File: src/rtl/cas_seq_pkg.sv
package cas_seq_pkg;

    typedef enum logic [1:0] {
        PH_IDLE   = 2'd0,
        PH_SETUP  = 2'd1,
        PH_STROBE = 2'd2,
        PH_HOLD   = 2'd3
    } cas_phase_e;

    localparam logic [1:0] KIND_IO = 2'b11;

    function automatic int cas_max3(input int a, input int b, input int c);
        int m;
        m = a;
        if (b > m) m = b;
        if (c > m) m = c;
        return m;
    endfunction

endpackage

File: src/rtl/cas_opt_decode.sv
module cas_opt_decode
    import cas_seq_pkg::*;
#(
    parameter int OPT_W     = 32,
    parameter int SETUP_LSB = 12,
    parameter int SETUP_W   = 4,
    parameter int STRB_LSB  = 7,
    parameter int STRB_W    = 5,
    parameter int HOLD_LSB  = 16,
    parameter int HOLD_W    = 2,
    parameter int KIND_LSB  = 3,
    parameter int BUS_LIMIT = 60
) (
    input  logic [OPT_W-1:0]   opt,
    output logic [SETUP_W-1:0] setup_len,
    output logic [STRB_W-1:0]  strb_len,
    output logic [HOLD_W-1:0]  hold_len,
    output logic               is_io,
    output logic               over_limit
);

    localparam int MAX_TOTAL = (2**SETUP_W - 1) + (2**STRB_W - 1) + (2**HOLD_W - 1);
    localparam int CNT_W     = cas_max3(SETUP_W, STRB_W, HOLD_W);
    localparam int TOT_W     = CNT_W + 2;

    logic [STRB_W-1:0] strb_raw;

    always_comb begin
        setup_len = opt[SETUP_LSB +: SETUP_W];
        strb_raw  = opt[STRB_LSB +: STRB_W];
        hold_len  = opt[HOLD_LSB +: HOLD_W];
        is_io     = (opt[KIND_LSB +: 2] == KIND_IO);
        strb_len  = (strb_raw == '0) ? STRB_W'(1) : strb_raw;
    end

    generate
        if (MAX_TOTAL < BUS_LIMIT) begin : g_unreachable
            assign over_limit = 1'b0;
        end else begin : g_compare
            localparam logic [TOT_W-1:0] LIM_V = TOT_W'(BUS_LIMIT);
            logic [TOT_W-1:0] total;
            always_comb begin
                total      = TOT_W'(setup_len) + TOT_W'(strb_len) + TOT_W'(hold_len);
                over_limit = (total >= LIM_V);
            end
        end
    endgenerate

endmodule

File: src/rtl/cas_phase_next.sv
module cas_phase_next
    import cas_seq_pkg::*;
#(
    parameter int CNT_W  = 5,
    parameter int STRB_W = 5,
    parameter int HOLD_W = 2
) (
    input  cas_phase_e         phase,
    input  logic [CNT_W-1:0]   cnt,
    input  logic [STRB_W-1:0]  strb_len,
    input  logic [HOLD_W-1:0]  hold_len,
    output logic               last,
    output cas_phase_e         nxt_phase,
    output logic [CNT_W-1:0]   nxt_len,
    output logic               final_cyc
);

    always_comb begin
        last      = (phase != PH_IDLE) && (cnt == CNT_W'(1));
        nxt_phase = PH_IDLE;
        nxt_len   = '0;
        case (phase)
            PH_SETUP: begin
                nxt_phase = PH_STROBE;
                nxt_len   = CNT_W'(strb_len);
            end
            PH_STROBE: begin
                if (hold_len != '0) begin
                    nxt_phase = PH_HOLD;
                    nxt_len   = CNT_W'(hold_len);
                end
            end
            default: begin
                nxt_phase = PH_IDLE;
                nxt_len   = '0;
            end
        endcase
        final_cyc = last && (nxt_phase == PH_IDLE);
    end

endmodule

File: src/rtl/cas_strobe_drive.sv
module cas_strobe_drive (
    input  logic strobe_on,
    input  logic wr,
    input  logic is_io,
    output logic mem_oe_n,
    output logic mem_we_n,
    output logic io_rd_n,
    output logic io_wr_n
);

    always_comb begin
        mem_oe_n = !(strobe_on && !is_io && !wr);
        mem_we_n = !(strobe_on && !is_io &&  wr);
        io_rd_n  = !(strobe_on &&  is_io && !wr);
        io_wr_n  = !(strobe_on &&  is_io &&  wr);
    end

endmodule

File: src/rtl/cas_seq.sv
module cas_seq
    import cas_seq_pkg::*;
#(
    parameter int OPT_W     = 32,
    parameter int SETUP_LSB = 12,
    parameter int SETUP_W   = 4,
    parameter int STRB_LSB  = 7,
    parameter int STRB_W    = 5,
    parameter int HOLD_LSB  = 16,
    parameter int HOLD_W    = 2,
    parameter int KIND_LSB  = 3,
    parameter int BUS_LIMIT = 60
) (
    input  logic             clk,
    input  logic             rst_n,
    input  logic             start,
    input  logic             wr,
    input  logic [OPT_W-1:0] opt,
    output logic             mem_oe_n,
    output logic             mem_we_n,
    output logic             io_rd_n,
    output logic             io_wr_n,
    output logic             busy,
    output logic             done,
    output logic             timeout
);

    localparam int CNT_W = cas_max3(SETUP_W, STRB_W, HOLD_W);

    typedef struct packed {
        cas_phase_e         phase;
        logic [CNT_W-1:0]   cnt;
        logic [STRB_W-1:0]  strb;
        logic [HOLD_W-1:0]  hold;
        logic               wr;
        logic               io;
        logic               timeout;
    } seq_state_t;

    seq_state_t st_d, st_q;

    logic [SETUP_W-1:0] dec_setup;
    logic [STRB_W-1:0]  dec_strb;
    logic [HOLD_W-1:0]  dec_hold;
    logic               dec_io;
    logic               dec_over;

    logic               ph_last;
    cas_phase_e         ph_nxt;
    logic [CNT_W-1:0]   ph_nxt_len;
    logic               ph_final;

    cas_opt_decode #(
        .OPT_W     (OPT_W),
        .SETUP_LSB (SETUP_LSB),
        .SETUP_W   (SETUP_W),
        .STRB_LSB  (STRB_LSB),
        .STRB_W    (STRB_W),
        .HOLD_LSB  (HOLD_LSB),
        .HOLD_W    (HOLD_W),
        .KIND_LSB  (KIND_LSB),
        .BUS_LIMIT (BUS_LIMIT)
    ) u_decode (
        .opt        (opt),
        .setup_len  (dec_setup),
        .strb_len   (dec_strb),
        .hold_len   (dec_hold),
        .is_io      (dec_io),
        .over_limit (dec_over)
    );

    cas_phase_next #(
        .CNT_W  (CNT_W),
        .STRB_W (STRB_W),
        .HOLD_W (HOLD_W)
    ) u_next (
        .phase     (st_q.phase),
        .cnt       (st_q.cnt),
        .strb_len  (st_q.strb),
        .hold_len  (st_q.hold),
        .last      (ph_last),
        .nxt_phase (ph_nxt),
        .nxt_len   (ph_nxt_len),
        .final_cyc (ph_final)
    );

    cas_strobe_drive u_drive (
        .strobe_on (st_q.phase == PH_STROBE),
        .wr        (st_q.wr),
        .is_io     (st_q.io),
        .mem_oe_n  (mem_oe_n),
        .mem_we_n  (mem_we_n),
        .io_rd_n   (io_rd_n),
        .io_wr_n   (io_wr_n)
    );

    always_comb begin
        st_d         = st_q;
        st_d.timeout = 1'b0;
        if (st_q.phase == PH_IDLE) begin
            if (start) begin
                if (dec_over) begin
                    st_d.timeout = 1'b1;
                end else begin
                    st_d.wr   = wr;
                    st_d.io   = dec_io;
                    st_d.strb = dec_strb;
                    st_d.hold = dec_hold;
                    if (dec_setup != '0) begin
                        st_d.phase = PH_SETUP;
                        st_d.cnt   = CNT_W'(dec_setup);
                    end else begin
                        st_d.phase = PH_STROBE;
                        st_d.cnt   = CNT_W'(dec_strb);
                    end
                end
            end
        end else if (ph_last) begin
            st_d.phase = ph_nxt;
            st_d.cnt   = ph_nxt_len;
        end else begin
            st_d.cnt = st_q.cnt - CNT_W'(1);
        end
    end

    always_ff @(posedge clk) begin
        if (!rst_n) begin
            st_q <= '0;
        end else begin
            st_q <= st_d;
        end
    end

    assign busy    = (st_q.phase != PH_IDLE);
    assign done    = ph_final;
    assign timeout = st_q.timeout;

endmodule

File: config.mk
export PLATFORM = sky130hd
export DESIGN_NAME = cas_seq
export DESIGN_NICKNAME = d
export VERILOG_FILES = /design/src/rtl/cas_seq_pkg.sv /design/src/rtl/cas_opt_decode.sv /design/src/rtl/cas_phase_next.sv /design/src/rtl/cas_strobe_drive.sv /design/src/rtl/cas_seq.sv
export SDC_FILE = /design/constraint.sdc
export NUM_CORES = 1
export LEC_CHECK = 0
export BUFFER_PORTS_ARGS = -buffer_cell sky130_fd_sc_hd__buf_2
export CAP_MARGIN = 20
export CORE_ASPECT_RATIO = 1.25
export CORE_UTILIZATION = 50
export DETAILED_ROUTE_END_ITERATION = 7
export PLACE_DENSITY_LB_ADDON = 0.05
export SYNTH_ARGS = -nofsm -noshare
export SYNTH_HDL_FRONTEND = slang
export SYNTH_SLANG_ARGS = --single-unit
export TNS_END_PERCENT = 20
File: constraint.sdc
create_clock -name clk -period 2.5 [get_ports clk]
set_clock_uncertainty 0.1 [all_clocks]
set_input_delay 0.125 -clock clk [delete_from_list [all_inputs] [get_ports clk]]
set_output_delay 0.125 -clock clk [all_outputs]
set_load 0.02 [all_outputs]
======== Word-level counts from Yosys, hierarchy flattened ========
Cells that the tools add are included.
storage, ports and cells
  register bits after elaboration ......... 17
  logic and storage cells ................. 47
  output and inout port bits .............. 7
  memory bits (writable) .................. 0
  latch bits .............................. 0
  memories kept ........................... 0
  bits in read-only memories .............. 0
  bits of input ports ..................... 36
cells by class
  magnitude comparators ................... 0
  $add $sub $neg .......................... 1
  divide/modulo/power cells ............... 0
  $mul .................................... 0
  muxes and demuxes ....................... 10
  eq/ne operators ......................... 5
  shift-type cells ........................ 0
  bitwise operators ....................... 0
  reduce and logical (&&, ||, !) cells .... 24
operators by type and width
  kind                                                  count
  two-way mux 17 bit                                    1
  two-way mux 7 bit                                     2
  two-way mux 5 bit                                     2
  case mux 5 bit (2 select lines)                       1
  logical AND 1 bit                                     8
  zero test 1 bit                                       6
  two-way mux 2 bit                                     3
  AND reduction 2 bit                                   3
  nonzero test 2 bit                                    3
  equality test 5 x 1 -> 1 bit (second input constant)  1
  zero test 5 bit                                       1
  subtractor 5 x 1 -> 5 bit (second input constant)     1
  equality test 2 bit (second input constant)           2
  zero test 2 bit                                       2
  case mux 2 bit (2 select lines)                       1
  nonzero test 4 bit                                    1
  equality test 2 x 1 -> 1 bit (second input constant)  1
  inequality test 2 bit (second input constant)         1

======== Logic depth before layout (Yosys ltp) ========
  depth in word-level cells ............... 5
  gate-level depth with buffers ........... 7
  mapped depth without buffers ............ 6

======== Cells and area by module ========
A second synthesis with hierarchy kept.
second synthesis, totals
  cell total of the unflattened synthesis .. 140
  area, all modules ....................... 1,149.9 um^2
by module, submodules not included
  module            seq. area each (um^2)  cells each  area each (um^2)  times used
  cas_seq           340.3                  102         853.3             1
  cas_phase_next    0.0                    19          170.2             1
  cas_opt_decode    0.0                    15          97.6              1
  cas_strobe_drive  0.0                    4           28.8              1

======== Least setup slack after synthesis ========
No wires, ideal clock.
  path type ............................... register to output
  start ................................... register st_q[15] in the netlist's numbering
  end ..................................... output port done
  slack ................................... 0.744 ns
  cell stages (with the launch flop) ...... 7
  required time ........................... 2.275 ns
  data arrival time ....................... 1.531 ns
  path through ............................ dfxtp_1 inv_1 ha_1 buf_4 inv_1 nand2_1 a211oi_2
RTL lines
  item                      RTL line              source
  start: declaration        cas_seq.sv:40         seq_state_t st_d, st_q;
  start signal: assignment  cas_seq.sv:130        st_q <= st_d;
  nonzero test 2 bit        n/a
  via busy                  cas_seq.sv:23         output logic busy,
  logical AND 1 bit         cas_phase_next.sv:19  last = (phase != PH_IDLE) && (cnt == CNT_W'(1));
  logical AND 1 bit         cas_phase_next.sv:38  final_cyc = last && (nxt_phase == PH_IDLE);
  end: declaration          cas_seq.sv:24         output logic done,
The timed path passes the listed nets, and every way through them passes these cells.

======== Worst setup path after layout ========
  start ................................... register st_q[10] in the netlist's numbering
  end ..................................... output port done
on the way
  cells in the longest elaborated chain, start to end .. 3
RTL lines
  item                          RTL line
  equality test 5 x 1 -> 1 bit  cas_phase_next.sv:19
  logical AND 1 bit             cas_phase_next.sv:19
  logical AND 1 bit             cas_phase_next.sv:38
Every way passes these cells.

==> results.yml <==
floorplanning:
  die-area_um2: 2260
  start_util_pct: 52.8
  io_pins: 43
  die_h_um: 52.9
  coreArea_um2: 1960
  die_w_um: 42.7
  rows: 18
final_layout:
  max_flop_register: "st_q"
  syn2layout_area_growth_pct: 17.9
  antenna_cells: 0
  post-route-util_pct: 62.3
  fin_area_um2: 1220
  nNetsFinal: 193
  largest_reg_flops: 16
  top_regs: "st_q: 16 flops"
  final_cells: 171
  drive_gt1_share_pct: 23.8
  final_common_cell: "buf_2"
  mostFrequentLayoutCells: "22 x buf_2, 20 x nand2_1, 16 x dfxtp_1"
  nFillCells: 195
synth:
  yosys.area.top_type_share_pct: 31.0
  synth-compound-area-share_pct: 23.7
  synth_seq_cells: 16
  synthAdderAreaFrac_pct: 6.05
  yosys.area_share.simple_pct: 31.6
  synth_cell_type_count: 42
  syn_area_per_cell_um2: 8.21
  yosysWarningCount: 0
  synthesis.area_um2: 1030
  synth_xor_area_share_pct: 0.846
  synthTopCellsByArea: "dfxtp_1 31%, nand2_1 7.3%, ha_1 6.0%, a21boi_0 5.8%, a21oi_1 3.4%"
  synth_cells: 126
  seq_area_frac_synth_pct: 31.0
  synth_largest_area_cell: "dfxtp_1"
  synth_top_family_by_area: "simple AND/OR/NAND/NOR gates"
  synth.mux.area_fraction_pct: 1.09
  syn_nets: 167
critical_path:
  crit_slowest_cell: "dfxtp_1"
  r2r-end: "st_q[10]$_SDFFE_PN0P_"
  cp_data_required_time_ns: 2.28
  startpoint_type: "register"
  cp-end-kind: "output pin"
  r2r_setup_slack_ns: 0.73
  cpPeakStageDelay_ns: 0.41
  reg2reg_depth: 5
  cp_cell_sequence: "ha_1, nor4b_4, nand2_1, a211oi_2, buf_2"
  crit_arrival_ns: 1.98
  critical_path_class: "register to output pin"
  worstReg2RegStart: "st_q[10]$_SDFFE_PN0P_"
  critPathMaxFanout: 6
route:
  wire_per_inst_um: 14.1
  ant_nets: 0
  drc: 0
  drtPass1Iterations: 4
  vias_per_cell: 5.92
  initialDrtViolationCount: 16
  vias: 1013
  wl_um: 2410
timing:
  setup_viol: 0
  tns_ns: 0
  fmax_mhz: 453
  period_share_pct: 88.3
  worst_slew_pin_slew_ns: 0.511
  rsz0062_at_grt: "false"
  slew_headroom_pct: 65.9
  hold_viol: 0
  layout_min_cycle_time_ns: 2.21
  slew_violations: 0
place:
  dp.cells: 163
  place_hpwl_um: 1820
  gp_congestion: 0.796
  place_area_um2: 1140
  portBuffers: 22
clocking:
  cts.clk_slew.worst_paths_ns: 0.09
  cts_max_level: 1
  cts_inserted_buffers: 3
  postCtsSetupRepairBufs: 0
  post_cts_resized: 0
  cts-root-buf: "clkbuf_4"
  tritoncts: "yes"
  max-clock-path-buffers: 2
  clock_latency_ns: 0.28
  clock_sinks: 16
grt:
  grt_usage_pct: 23.6
  grt_pass1_vias: 904
  antenna_found_initial: 0
  grt_pass1_wl_um: 4060
  grt-ovfl-total: 0
  grt_max_degree: 19
pwr:
  p_int_mw: 0.437
  clkPwrFrac_pct: 26.9
  ir_worst_vdd_v: 0.000370
  total_power_mw: 0.629
  swShare_pct: 30.5
  p_sw_mw: 0.192
  comb_power_share_pct: 25.6
  power_density_nw_per_um2: 516
  p_seq_share_pct: 47.6
  p_leak_nw: 0.475
outcome:
  status: "complete, no violations"
worst_hold_path:
  hold_end: "st_q[1]$_SDFFE_PN0P_"
  hold_start: "opt[3]"
  worstHoldPathCells: 3
  worstHoldPathType: "input pin to register"
flow_run:
  maxCapViolCount: 0
-- worst max path at each step --
stage                                from    to  slack (ns)
floorplan           st_q[15]$_SDFFE_PN0P_  done        0.74
detailed placement  st_q[10]$_SDFFE_PN0P_  done        0.63
global route        st_q[10]$_SDFFE_PN0P_  done        0.11
global placement    st_q[10]$_SDFFE_PN0P_  done        0.66
CTS                 st_q[10]$_SDFFE_PN0P_  done        0.30
finish              st_q[10]$_SDFFE_PN0P_  done        0.29
-- stage by stage --
stage	hold slack, ns	setup WS (ns)
2_1_floorplan	0.170	0.744
3_5_place_dp	0.281	0.628
5_1_grt	0.00669	0.105
4_1_cts	0.0103	0.303
6_report	0.0139	0.293
3_3_place_gp	0.276	0.657
-- area by class of cell --
class                   count  area (um^2)  area share (%)
multi-input cells          98          658            53.9
flip-flops and latches     16          320            26.3
repair buffers             27          158            12.9
clock buffers               4         36.3            2.97
well taps                  20         25.0            2.05
inverters                   6         22.5            1.85
-- cell usage after synthesis --
cell / n
o21a_1: 2
nor4_4: 1
o21ai_0: 5
ha_1: 5
nand2b_1: 2
xnor2_1: 1
a21boi_1: 1
nand2_1: 20
o211ai_1: 1
o2111ai_1: 1
a31oi_1: 2
nor2_1: 3
o32ai_1: 1
a211oi_2: 1
a31o_1: 1
a21oi_1: 7
buf_4: 2
nor3b_1: 2
a21boi_0: 8
o31ai_1: 1
o31a_1: 1
nor4_2: 1
nand3b_1: 2
nor2b_1: 2
buf_2: 3
nor3_1: 5
a22o_1: 2
a41o_1: 1
nand4_1: 1
conb_1: 1
and2_4: 1
mux2_2: 1
nor4b_4: 1
nand3_1: 7
nor4_1: 3
clkbuf_1: 1
or3b_2: 1
nand2_2: 1
nor3b_2: 1
and2_1: 1
dfxtp_1: 16
inv_1: 6
-- metal layers --
| metal | GRT usage [%] | vias up | routed length [um] |
|---|---|---|---|
| met3 | 2.05 | 4 | 102 |
| met2 | 42.7 | 36 | 1210 |
| met5 | 0 | - | 0 |
| met1 | 28.2 | 469 | 1070 |
| li1 | - | 504 | - |
| met4 | 9.90 | 0 | 36 |
-- critical path: cells and delay by family (launching register included) --
kind                       cells  cell delay, ns
and+or+nand+nor                2            0.60
buffers and inverters          1            0.19
DFF                            1            0.41
adders and majority gates      1            0.24
AOI/OAI and AO/OA              1            0.25
-- power by group through the flow --
stage	clock (mW)	combinational, mW	sequential [mW]
4_1_cts	0.175	0.161	0.299
5_1_grt	0.186	0.178	0.304
6_report	0.169	0.161	0.299
3_5_place_dp	0	0.155	0.305
3_3_place_gp	0	0.152	0.304
2_1_floorplan	0	0.114	0.299
-- kinds of logic (layout without fill, tap and decap cells) --
| family | Yosys count | after routing |
|---|---|---|
| XOR/XNOR | 1 | 1 |
| adder cells (fa/ha/maj) | 5 | 5 |
| other | 1 | 1 |
| buffers and inverters | 12 | 37 |
| multiplexers | 1 | 1 |
| flip-flops | 16 | 16 |
| AND/OR/NAND/NOR | 55 | 55 |
| AO/OA/AOI/OAI | 35 | 35 |
-- timing repair --
action                                 in CTS  in global routing
hold buffers                                4                  0
endpoints found under the hold margin       4                  0
setup endpoints to repair                   0                  0
(Power assumes the default switching activity.)
